===== src/rtl/i2ct_pkg.sv =====
package i2ct_pkg;
  typedef enum logic [2:0] {
    S_IDLE = 3'd0,
    S_CMD  = 3'd1,
    S_HDR  = 3'd2,
    S_SEND = 3'd3,
    S_DATA = 3'd4
  } seq_t;

  localparam logic [7:0] READ_CMD  = 8'h01;
  localparam logic [7:0] IDLE_BYTE = 8'hFF;

  // fixed filler frame sent when nothing is queued
  function automatic logic [7:0] noop_byte(input logic [7:0] idx);
    case (idx)
      8'd0:    return 8'h02;
      8'd1:    return 8'h07;
      8'd2:    return 8'h02;
      default: return IDLE_BYTE;
    endcase
  endfunction

  // expected frame length from the two header bytes
  function automatic logic [8:0] exp_size(input logic [7:0] h, input logic [7:0] n);
    if (!h[7] || h[6:5] == 2'd2) return {1'b0, n} + 9'd2;
    case (h[6:5])
      2'd0:    return 9'd2;
      2'd1:    return 9'd3;
      default: return 9'd0;
    endcase
  endfunction
endpackage


===== src/rtl/i2ct_rx_buf.sv =====
module i2ct_rx_buf #(
  parameter int MSG_MAX = 32,
  localparam int CNT_W = $clog2(MSG_MAX + 1),
  localparam int IDX_W = $clog2(MSG_MAX),
  localparam int DEPTH = 1 << IDX_W
) (
  input  logic             clk,
  input  logic             rst_n,
  input  logic             wr_first,
  input  logic             wr_app,
  input  logic [7:0]       wr_byte,
  input  logic [IDX_W-1:0] rd_idx,
  output logic [7:0]       rd_data,
  output logic [CNT_W-1:0] cnt,
  output logic             full,
  output logic [7:0]       hdr0,
  output logic [7:0]       hdr1
);
  logic [7:0] mem [DEPTH];

  always_ff @(posedge clk) begin
    if (!rst_n) begin
      cnt <= '0;
      for (int i = 0; i < DEPTH; i++) mem[i] <= 8'h00;
    end else if (wr_first) begin
      mem[0] <= wr_byte;
      cnt    <= CNT_W'(1);
    end else if (wr_app && !full) begin
      mem[cnt[IDX_W-1:0]] <= wr_byte;
      cnt <= cnt + CNT_W'(1);
    end
  end

  assign full    = (cnt == CNT_W'(MSG_MAX));
  assign hdr0    = mem[0];
  assign hdr1    = mem[1];
  assign rd_data = mem[rd_idx];
endmodule


===== src/rtl/i2ct_tx_buf.sv =====
module i2ct_tx_buf #(
  parameter int MAX_PAY = 31,
  localparam int PL_W  = $clog2(MAX_PAY + 1),
  localparam int FRM_W = $clog2(MAX_PAY + 2),
  localparam int DEPTH = 1 << FRM_W
) (
  input  logic             clk,
  input  logic             rst_n,
  input  logic             ld_valid,
  input  logic [7:0]       ld_byte,
  input  logic             ld_last,
  output logic             ld_ready,
  output logic             ld_commit,
  input  logic             release_frm,
  output logic             pending,
  output logic [FRM_W-1:0] frm_size,
  input  logic [FRM_W-1:0] rd_pos,
  output logic [7:0]       rd_byte
);
  logic [7:0]      pay [DEPTH];
  logic [PL_W-1:0] wcnt, plen;
  logic            take, store;
  logic [FRM_W-1:0] k;

  assign ld_ready  = !pending;
  assign take      = ld_valid && ld_ready;
  assign store     = take && (wcnt < PL_W'(MAX_PAY));
  assign ld_commit = take && ld_last;

  always_ff @(posedge clk) begin
    if (!rst_n) begin
      wcnt    <= '0;
      plen    <= '0;
      pending <= 1'b0;
      for (int i = 0; i < DEPTH; i++) pay[i] <= 8'h00;
    end else begin
      if (store) pay[FRM_W'(wcnt)] <= ld_byte;
      if (ld_commit) begin
        plen    <= wcnt + (store ? PL_W'(1) : PL_W'(0));
        wcnt    <= '0;
        pending <= 1'b1;
      end else begin
        if (store) wcnt <= wcnt + PL_W'(1);
        if (release_frm) pending <= 1'b0;
      end
    end
  end

  assign frm_size = FRM_W'(plen) + FRM_W'(1);
  assign k        = rd_pos - FRM_W'(1);

  always_comb begin
    if (rd_pos == '0)                rd_byte = 8'(plen);
    else if (rd_pos <= FRM_W'(plen)) rd_byte = pay[k];
    else                             rd_byte = 8'hFF;
  end
endmodule


===== src/rtl/i2ct_seq.sv =====
module i2ct_seq
  import i2ct_pkg::*;
#(
  parameter int MSG_MAX = 32,
  parameter int MAX_PAY = 31,
  localparam int CNT_W = $clog2(MSG_MAX + 1),
  localparam int FRM_W = $clog2(MAX_PAY + 2)
) (
  input  logic             clk,
  input  logic             rst_n,
  input  logic [7:0]       own_addr,
  input  logic             evt_valid,
  input  logic             evt_irq,
  input  logic             evt_adr,
  input  logic             evt_rd,
  input  logic             evt_fin,
  input  logic [7:0]       evt_byte,
  input  logic [CNT_W-1:0] rx_cnt,
  input  logic             rx_full,
  input  logic [7:0]       rx_hdr0,
  input  logic [7:0]       rx_hdr1,
  output logic             wr_first,
  output logic             wr_app,
  input  logic             tx_pending,
  input  logic             ld_commit,
  input  logic [FRM_W-1:0] frm_size,
  input  logic [7:0]       frm_byte,
  output logic [FRM_W-1:0] frm_pos,
  output logic             release_frm,
  output logic             tx_we,
  output logic [7:0]       tx_byte,
  output logic             req_n,
  output logic             rx_done,
  output logic             rx_good,
  output logic             rx_resp,
  output logic [CNT_W-1:0] rx_len,
  output logic             addr_bad
);
  seq_t             st_q, st_n;
  logic [FRM_W-1:0] pos_q, pos_n, cur_size;
  logic             noop_q, noop_n, req_d;
  logic             act, irq_only, rd_start, xfer_start;
  logic [7:0]       send_d, cur_byte;
  logic             we_d, done_d, good_d, resp_d, bad_d;

  assign act        = evt_valid && evt_irq;
  assign irq_only   = !evt_adr && !evt_rd && !evt_fin;
  assign rd_start   = evt_adr && evt_rd && !evt_fin;
  assign xfer_start = evt_adr && !evt_rd && !evt_fin;

  assign frm_pos  = (st_q == S_SEND) ? pos_q : '0;
  assign cur_size = noop_q ? FRM_W'(3) : frm_size;
  assign cur_byte = noop_q ? noop_byte(8'(pos_q)) : frm_byte;

  always_comb begin
    st_n        = st_q;
    pos_n       = pos_q;
    noop_n      = noop_q;
    req_d       = req_n;
    send_d      = IDLE_BYTE;
    we_d        = 1'b0;
    done_d      = 1'b0;
    good_d      = 1'b0;
    resp_d      = 1'b0;
    bad_d       = 1'b0;
    wr_first    = 1'b0;
    wr_app      = 1'b0;
    release_frm = 1'b0;
    if (ld_commit) req_d = 1'b0;
    if (act) begin
      case (st_q)
        S_CMD: begin
          if (irq_only) begin
            wr_first = 1'b1;
            st_n     = S_HDR;
          end else st_n = S_IDLE;
        end
        S_HDR: begin
          if (rd_start) begin
            if (rx_hdr0 == READ_CMD) begin
              st_n   = S_SEND;
              noop_n = !tx_pending;
              send_d = tx_pending ? frm_byte : noop_byte(8'd0);
              pos_n  = FRM_W'(1);
            end else st_n = S_IDLE;
          end else if (irq_only) begin
            wr_app = 1'b1;
            st_n   = S_DATA;
          end else st_n = S_IDLE;
        end
        S_SEND: begin
          if (evt_fin) begin
            if (pos_q != cur_size) begin
              pos_n = '0;
              req_d = 1'b0;
            end else begin
              st_n        = S_IDLE;
              release_frm = !noop_q;
            end
          end else if (!evt_rd || evt_adr) begin
            st_n = S_IDLE;
          end else if (pos_q < cur_size) begin
            send_d = cur_byte;
            pos_n  = pos_q + FRM_W'(1);
          end else st_n = S_IDLE;
        end
        S_DATA: begin
          if (evt_fin && !evt_rd) begin
            done_d = 1'b1;
            good_d = (16'(rx_cnt) == 16'(exp_size(rx_hdr0, rx_hdr1)));
            resp_d = good_d && !rx_hdr0[7];
            st_n   = S_IDLE;
          end else if (evt_rd || evt_adr) begin
            st_n = S_IDLE;
          end else if (!rx_full) begin
            wr_app = 1'b1;
          end
        end
        default: st_n = S_IDLE;
      endcase
      if (xfer_start) begin
        st_n  = S_CMD;
        bad_d = (evt_byte != own_addr);
      end
      if (evt_rd && !evt_fin) we_d = 1'b1;
      if (rd_start) req_d = 1'b1;
    end
  end

  always_ff @(posedge clk) begin
    if (!rst_n) begin
      st_q     <= S_IDLE;
      pos_q    <= '0;
      noop_q   <= 1'b0;
      req_n    <= 1'b1;
      tx_we    <= 1'b0;
      tx_byte  <= IDLE_BYTE;
      rx_done  <= 1'b0;
      rx_good  <= 1'b0;
      rx_resp  <= 1'b0;
      rx_len   <= '0;
      addr_bad <= 1'b0;
    end else begin
      st_q     <= st_n;
      pos_q    <= pos_n;
      noop_q   <= noop_n;
      req_n    <= req_d;
      tx_we    <= we_d;
      tx_byte  <= we_d ? send_d : IDLE_BYTE;
      rx_done  <= done_d;
      rx_good  <= good_d;
      rx_resp  <= resp_d;
      addr_bad <= bad_d;
      if (done_d) rx_len <= rx_cnt;
    end
  end
endmodule


===== src/rtl/i2c_tgt_msg_engine.sv =====
module i2c_tgt_msg_engine #(
  parameter int MSG_MAX = 32,
  parameter int MAX_PAY = 31,
  localparam int CNT_W = $clog2(MSG_MAX + 1),
  localparam int IDX_W = $clog2(MSG_MAX)
) (
  input  logic             clk,
  input  logic             rst_n,
  input  logic [7:0]       own_addr,
  input  logic             evt_valid,
  input  logic             evt_irq,
  input  logic             evt_adr,
  input  logic             evt_rd,
  input  logic             evt_fin,
  input  logic [7:0]       evt_byte,
  output logic             tx_we,
  output logic [7:0]       tx_byte,
  output logic             req_n,
  input  logic             ld_valid,
  output logic             ld_ready,
  input  logic [7:0]       ld_byte,
  input  logic             ld_last,
  output logic             rx_done,
  output logic             rx_good,
  output logic             rx_resp,
  output logic [CNT_W-1:0] rx_len,
  input  logic [IDX_W-1:0] rd_idx,
  output logic [7:0]       rd_data,
  output logic             addr_bad
);
  localparam int FRM_W = $clog2(MAX_PAY + 2);

  logic [CNT_W-1:0] rx_cnt;
  logic             rx_full, wr_first, wr_app;
  logic [7:0]       rx_hdr0, rx_hdr1, frm_byte;
  logic             tx_pending, ld_commit, release_frm;
  logic [FRM_W-1:0] frm_size, frm_pos;

  i2ct_rx_buf #(.MSG_MAX(MSG_MAX)) u_rx (
    .clk(clk), .rst_n(rst_n), .wr_first(wr_first), .wr_app(wr_app),
    .wr_byte(evt_byte), .rd_idx(rd_idx), .rd_data(rd_data), .cnt(rx_cnt),
    .full(rx_full), .hdr0(rx_hdr0), .hdr1(rx_hdr1)
  );

  i2ct_tx_buf #(.MAX_PAY(MAX_PAY)) u_tx (
    .clk(clk), .rst_n(rst_n), .ld_valid(ld_valid), .ld_byte(ld_byte),
    .ld_last(ld_last), .ld_ready(ld_ready), .ld_commit(ld_commit),
    .release_frm(release_frm), .pending(tx_pending), .frm_size(frm_size),
    .rd_pos(frm_pos), .rd_byte(frm_byte)
  );

  i2ct_seq #(.MSG_MAX(MSG_MAX), .MAX_PAY(MAX_PAY)) u_seq (
    .clk(clk), .rst_n(rst_n), .own_addr(own_addr), .evt_valid(evt_valid),
    .evt_irq(evt_irq), .evt_adr(evt_adr), .evt_rd(evt_rd), .evt_fin(evt_fin),
    .evt_byte(evt_byte), .rx_cnt(rx_cnt), .rx_full(rx_full),
    .rx_hdr0(rx_hdr0), .rx_hdr1(rx_hdr1), .wr_first(wr_first),
    .wr_app(wr_app), .tx_pending(tx_pending), .ld_commit(ld_commit),
    .frm_size(frm_size), .frm_byte(frm_byte), .frm_pos(frm_pos),
    .release_frm(release_frm), .tx_we(tx_we), .tx_byte(tx_byte),
    .req_n(req_n), .rx_done(rx_done), .rx_good(rx_good), .rx_resp(rx_resp),
    .rx_len(rx_len), .addr_bad(addr_bad)
  );
endmodule


===== config.mk =====
export PLATFORM = sky130hd
export DESIGN_NAME = i2c_tgt_msg_engine
export DESIGN_NICKNAME = d
export VERILOG_FILES = /design/src/rtl/i2ct_pkg.sv /design/src/rtl/i2ct_rx_buf.sv /design/src/rtl/i2ct_tx_buf.sv /design/src/rtl/i2ct_seq.sv /design/src/rtl/i2c_tgt_msg_engine.sv
export SDC_FILE = /design/constraint.sdc
export NUM_CORES = 1
export LEC_CHECK = 0
export ABC_AREA = 1
export BUFFER_PORTS_ARGS = -buffer_cell sky130_fd_sc_hd__buf_2
export CAP_MARGIN = 15
export CELL_PAD_IN_SITES_DETAIL_PLACEMENT = 0
export CELL_PAD_IN_SITES_GLOBAL_PLACEMENT = 1
export CORE_MARGIN = 2
export CORE_UTILIZATION = 40
export CTS_BUF_LIST = sky130_fd_sc_hd__clkbuf_8 sky130_fd_sc_hd__clkbuf_16
export DETAILED_ROUTE_END_ITERATION = 12
export PLACE_DENSITY = 0.65
export SKIP_LAST_GASP = 1
export SYNTH_ARGS = -nofsm -noshare
export SYNTH_HDL_FRONTEND = slang
export SYNTH_SLANG_ARGS = --single-unit

===== constraint.sdc =====
create_clock -name clk -period 2.82 [get_ports clk]
set_input_delay 0.564 -clock clk [delete_from_list [all_inputs] [get_ports clk]]
set_output_delay 0.564 -clock clk [all_outputs]
set_load 0.05 [all_outputs]

==> metrics.yaml <==
post-synth-top-area-fraction_pct: 58.8
pre_cts_ws_ps: -117
clk_root_buffer_cell: "clkbuf_16"
grt_usage_pct: 23.9
gr-usage-met3_pct: 4.46
leakagePower_uw: 0.0125
status: "complete, no violations"
wl_per_cell_um: 21.4
drt-pass1-iter-count: 5
core_um2: 64600
die_w_um: 260
synth_edf_count: 512
num_vias: 20800
p_int_uw: 14200
ff_latch_area_um2: 16300
clock_power_share_pct: 42.0
cts_tree: "yes"
nets: 2965
hpwlAfterDp_um: 54100
synth_common_cells: "nor2_1, edfxtp_1, nand2_1"
met1_usage_pct: 35.2
grt_use_met2_pct: 36.2
fin_hold_ws_ps: 290
design_area_um2: 31300
p_per_area_nw_per_um2: 596
arrival_ps: 2200
die_h_um: 260
grt_max_degree: 80
swShare_pct: 23.8
finalCritPeriodShare_pct: 97.9
drc: 0
area_delta_synth_final_pct: 19.7
slew_headroom_pct: 52.1
yosys-top-cells-area: "edfxtp_1, nor2_1, nand3_1"
clkLatencyLatePin_ps: 630
final_core_util_pct: 48.5
drive_gt1_share_pct: 16.5
drt_iter0_markers: 2060
fmax_ghz: 0.362
clkTransAtPathRegs_ps: 60
grt_pass1_wl_um: 122000
critPathMaxFanout: 20
period_minus_slack_ps: 2760
globalplace.congestion: 0.888
ys_types: 54
vias_per_cell: 5.48
worst-setup-path-type: "in -> out"
ir_drop_v: 0.000442
path_cells: "buf_4 > clkinv_2 > buf_12 > buf_4 > nor2_1 > o221ai_1 > nand3_1 > a32oi_2 > buf_4"
grt_overflow: 0
hold_viol: 0
min_path_type: "in -> reg"
synthFlopType: "edfxtp_1"
max_stage_delay_ps: 280
rows: 93
start_util_pct: 40.5
pin_count: 67
setup_viol: 0
placed_area_um2: 29000
synth_most_common_cell: "nor2_1"
portBuffers: 66
cp-start-kind: "input pin"
syn_area_um2: 26200
slowest_stage: "a32oi_2"
drv_slew: 0
ys_seq_elements: 559
drv_cap: 0
multiInputGateArea_um2: 9080
p_switching_uw: 4440
diodes: 0
first_global_vias: 20100
routed_wl_um: 81600
seq_area_frac_synth_pct: 62.4
ant_nets: 0
synthArstFlopShare_pct: 0
dieArea_um2: 67500
seqPwrFrac_pct: 50.5
cts_hold_buf: 0
antenna_found_initial: 0
crit_path_end_kind: "output pin"
fin_skew_ps: 19.7
synth.avg_cell_area_um2: 9.65
crit_required_ps: 2260
rsz0062_at_grt: "yes"
fillers: 6089
cts_buffer_depth: 3
synthCells: 2711
timing.final.ws_setup_ps: 59.7
cts-htree-levels: 2
cpMostUsedCell: "buf_4"
grt_busiest_layer: "met2"
combPwrFrac_pct: 7.6
yosys.area.top_type: "edfxtp_1"
tightest_slew_ps: 718
cts.sinks: 559
ys_warn_count: 0
numCtsBuffers: 59
path summary, 6_finish.rpt:
kind                               startpoint          endpoint  slack, ps  cells after the start
worst max-delay path                rd_idx[0]        rd_data[0]         60                      9
worst min-delay path                  evt_irq    u_seq.addr_bad        290                      3
worst max register to register  u_seq.st_q[1]  u_seq.tx_byte[5]        180                     17
worst min register to register   u_tx.pending      u_tx.pending        460                      2
power by group through the flow:
stage,combinational (µW),sequential [µW],clock (µW)
floorplan,783,9540,0
global placement,1340,9580,0
detailed placement,1360,9590,0
CTS,1370,9410,7960
global route,1520,9430,8270
finish,1410,9410,7830
what timing repair did:
action / 4_1_cts / 5_1_grt
setup buffers: 1 / 8
pin swaps: 1 / 7
resized for setup: 16 / 50
cloned: 0 / 2
endpoints found under the hold margin: 0 / 0
setup endpoints to repair: 13 / 142
registers in the layout (all words and copies together) (netlist names), 3 cells and up:
| name | count |
|---|---|
| u_seq.st_q | 3 |
| u_rx.cnt | 6 |
| u_tx.pay | 256 |
| u_rx.mem | 256 |
| u_seq.rx_len | 6 |
| u_tx.plen | 5 |
| u_seq.tx_byte | 8 |
| u_tx.wcnt | 5 |
| u_seq.pos_q | 6 |
cell families (layout without fill, tap and decap cells):
kind of cell,Yosys count,in the layout,share of synthesized area (%)
flops,559,559,62.4
xor+xnor,15,15,0.531
other cells,1,8,0.0143
fa+ha+maj,24,24,1.15
simple gates,1502,1502,24.1
compound gates,331,331,7.66
buf+inv,279,513,4.13
area by class of cell:
class                           instances  share of cell area (%)
Clock inverter                         50                    1.37
Sequential cell                       559                    52.1
Multi-Input combinational cell       1880                    29.0
Clock buffer                           60                    4.79
Timing Repair Buffer                  296                    8.03
Tap cell                              855                    3.42
Inverter                              107                    1.31
critical path, delay by kind of cell:
family | cells | cell delay, ps
compound gates | 2 | 520
buf+inv | 5 | 810
simple gates | 2 | 300
metrics by stage:
stage | setup TNS (ps) | power, µW | std cells
4_1_cts | 0 | 18700 | 3797
2_1_floorplan | -31.9 | 10300 | 2718
3_3_place_gp | -633 | 10900 | 3686
6_report | 0 | 18700 | 3807
5_1_grt | -71.9 | 19200 | 3807
3_5_place_dp | -687 | 10900 | 3686
cell usage in the layout (no fill, tap or decap), types with 47 or more instances in the layout:
| cell | netlist | layout |
|---|---|---|
| buf_2 | 21 | 56 |
| buf_4 | 2 | 195 |
| clkbuf_16 | 0 | 62 |
| dfxtp_1 | 47 | 47 |
| edfxtp_1 | 512 | 512 |
| inv_1 | 90 | 96 |
| nand2_1 | 394 | 388 |
| nand3_1 | 296 | 286 |
| nor2_1 | 716 | 715 |
| o21ai_0 | 183 | 178 |
per-layer routing:
metal | part of all wire [%] | vias up | routed length [µm]
met5 | 0 | - | 0
met2 | 44 | 791 | 35700
met1 | 46 | 10200 | 37600
met4 | 2.2 | 0 | 1820
li1 | - | 9741 | -
met3 | 7.9 | 117 | 6470
Note: power is estimated with default switching activity, not from simulation.
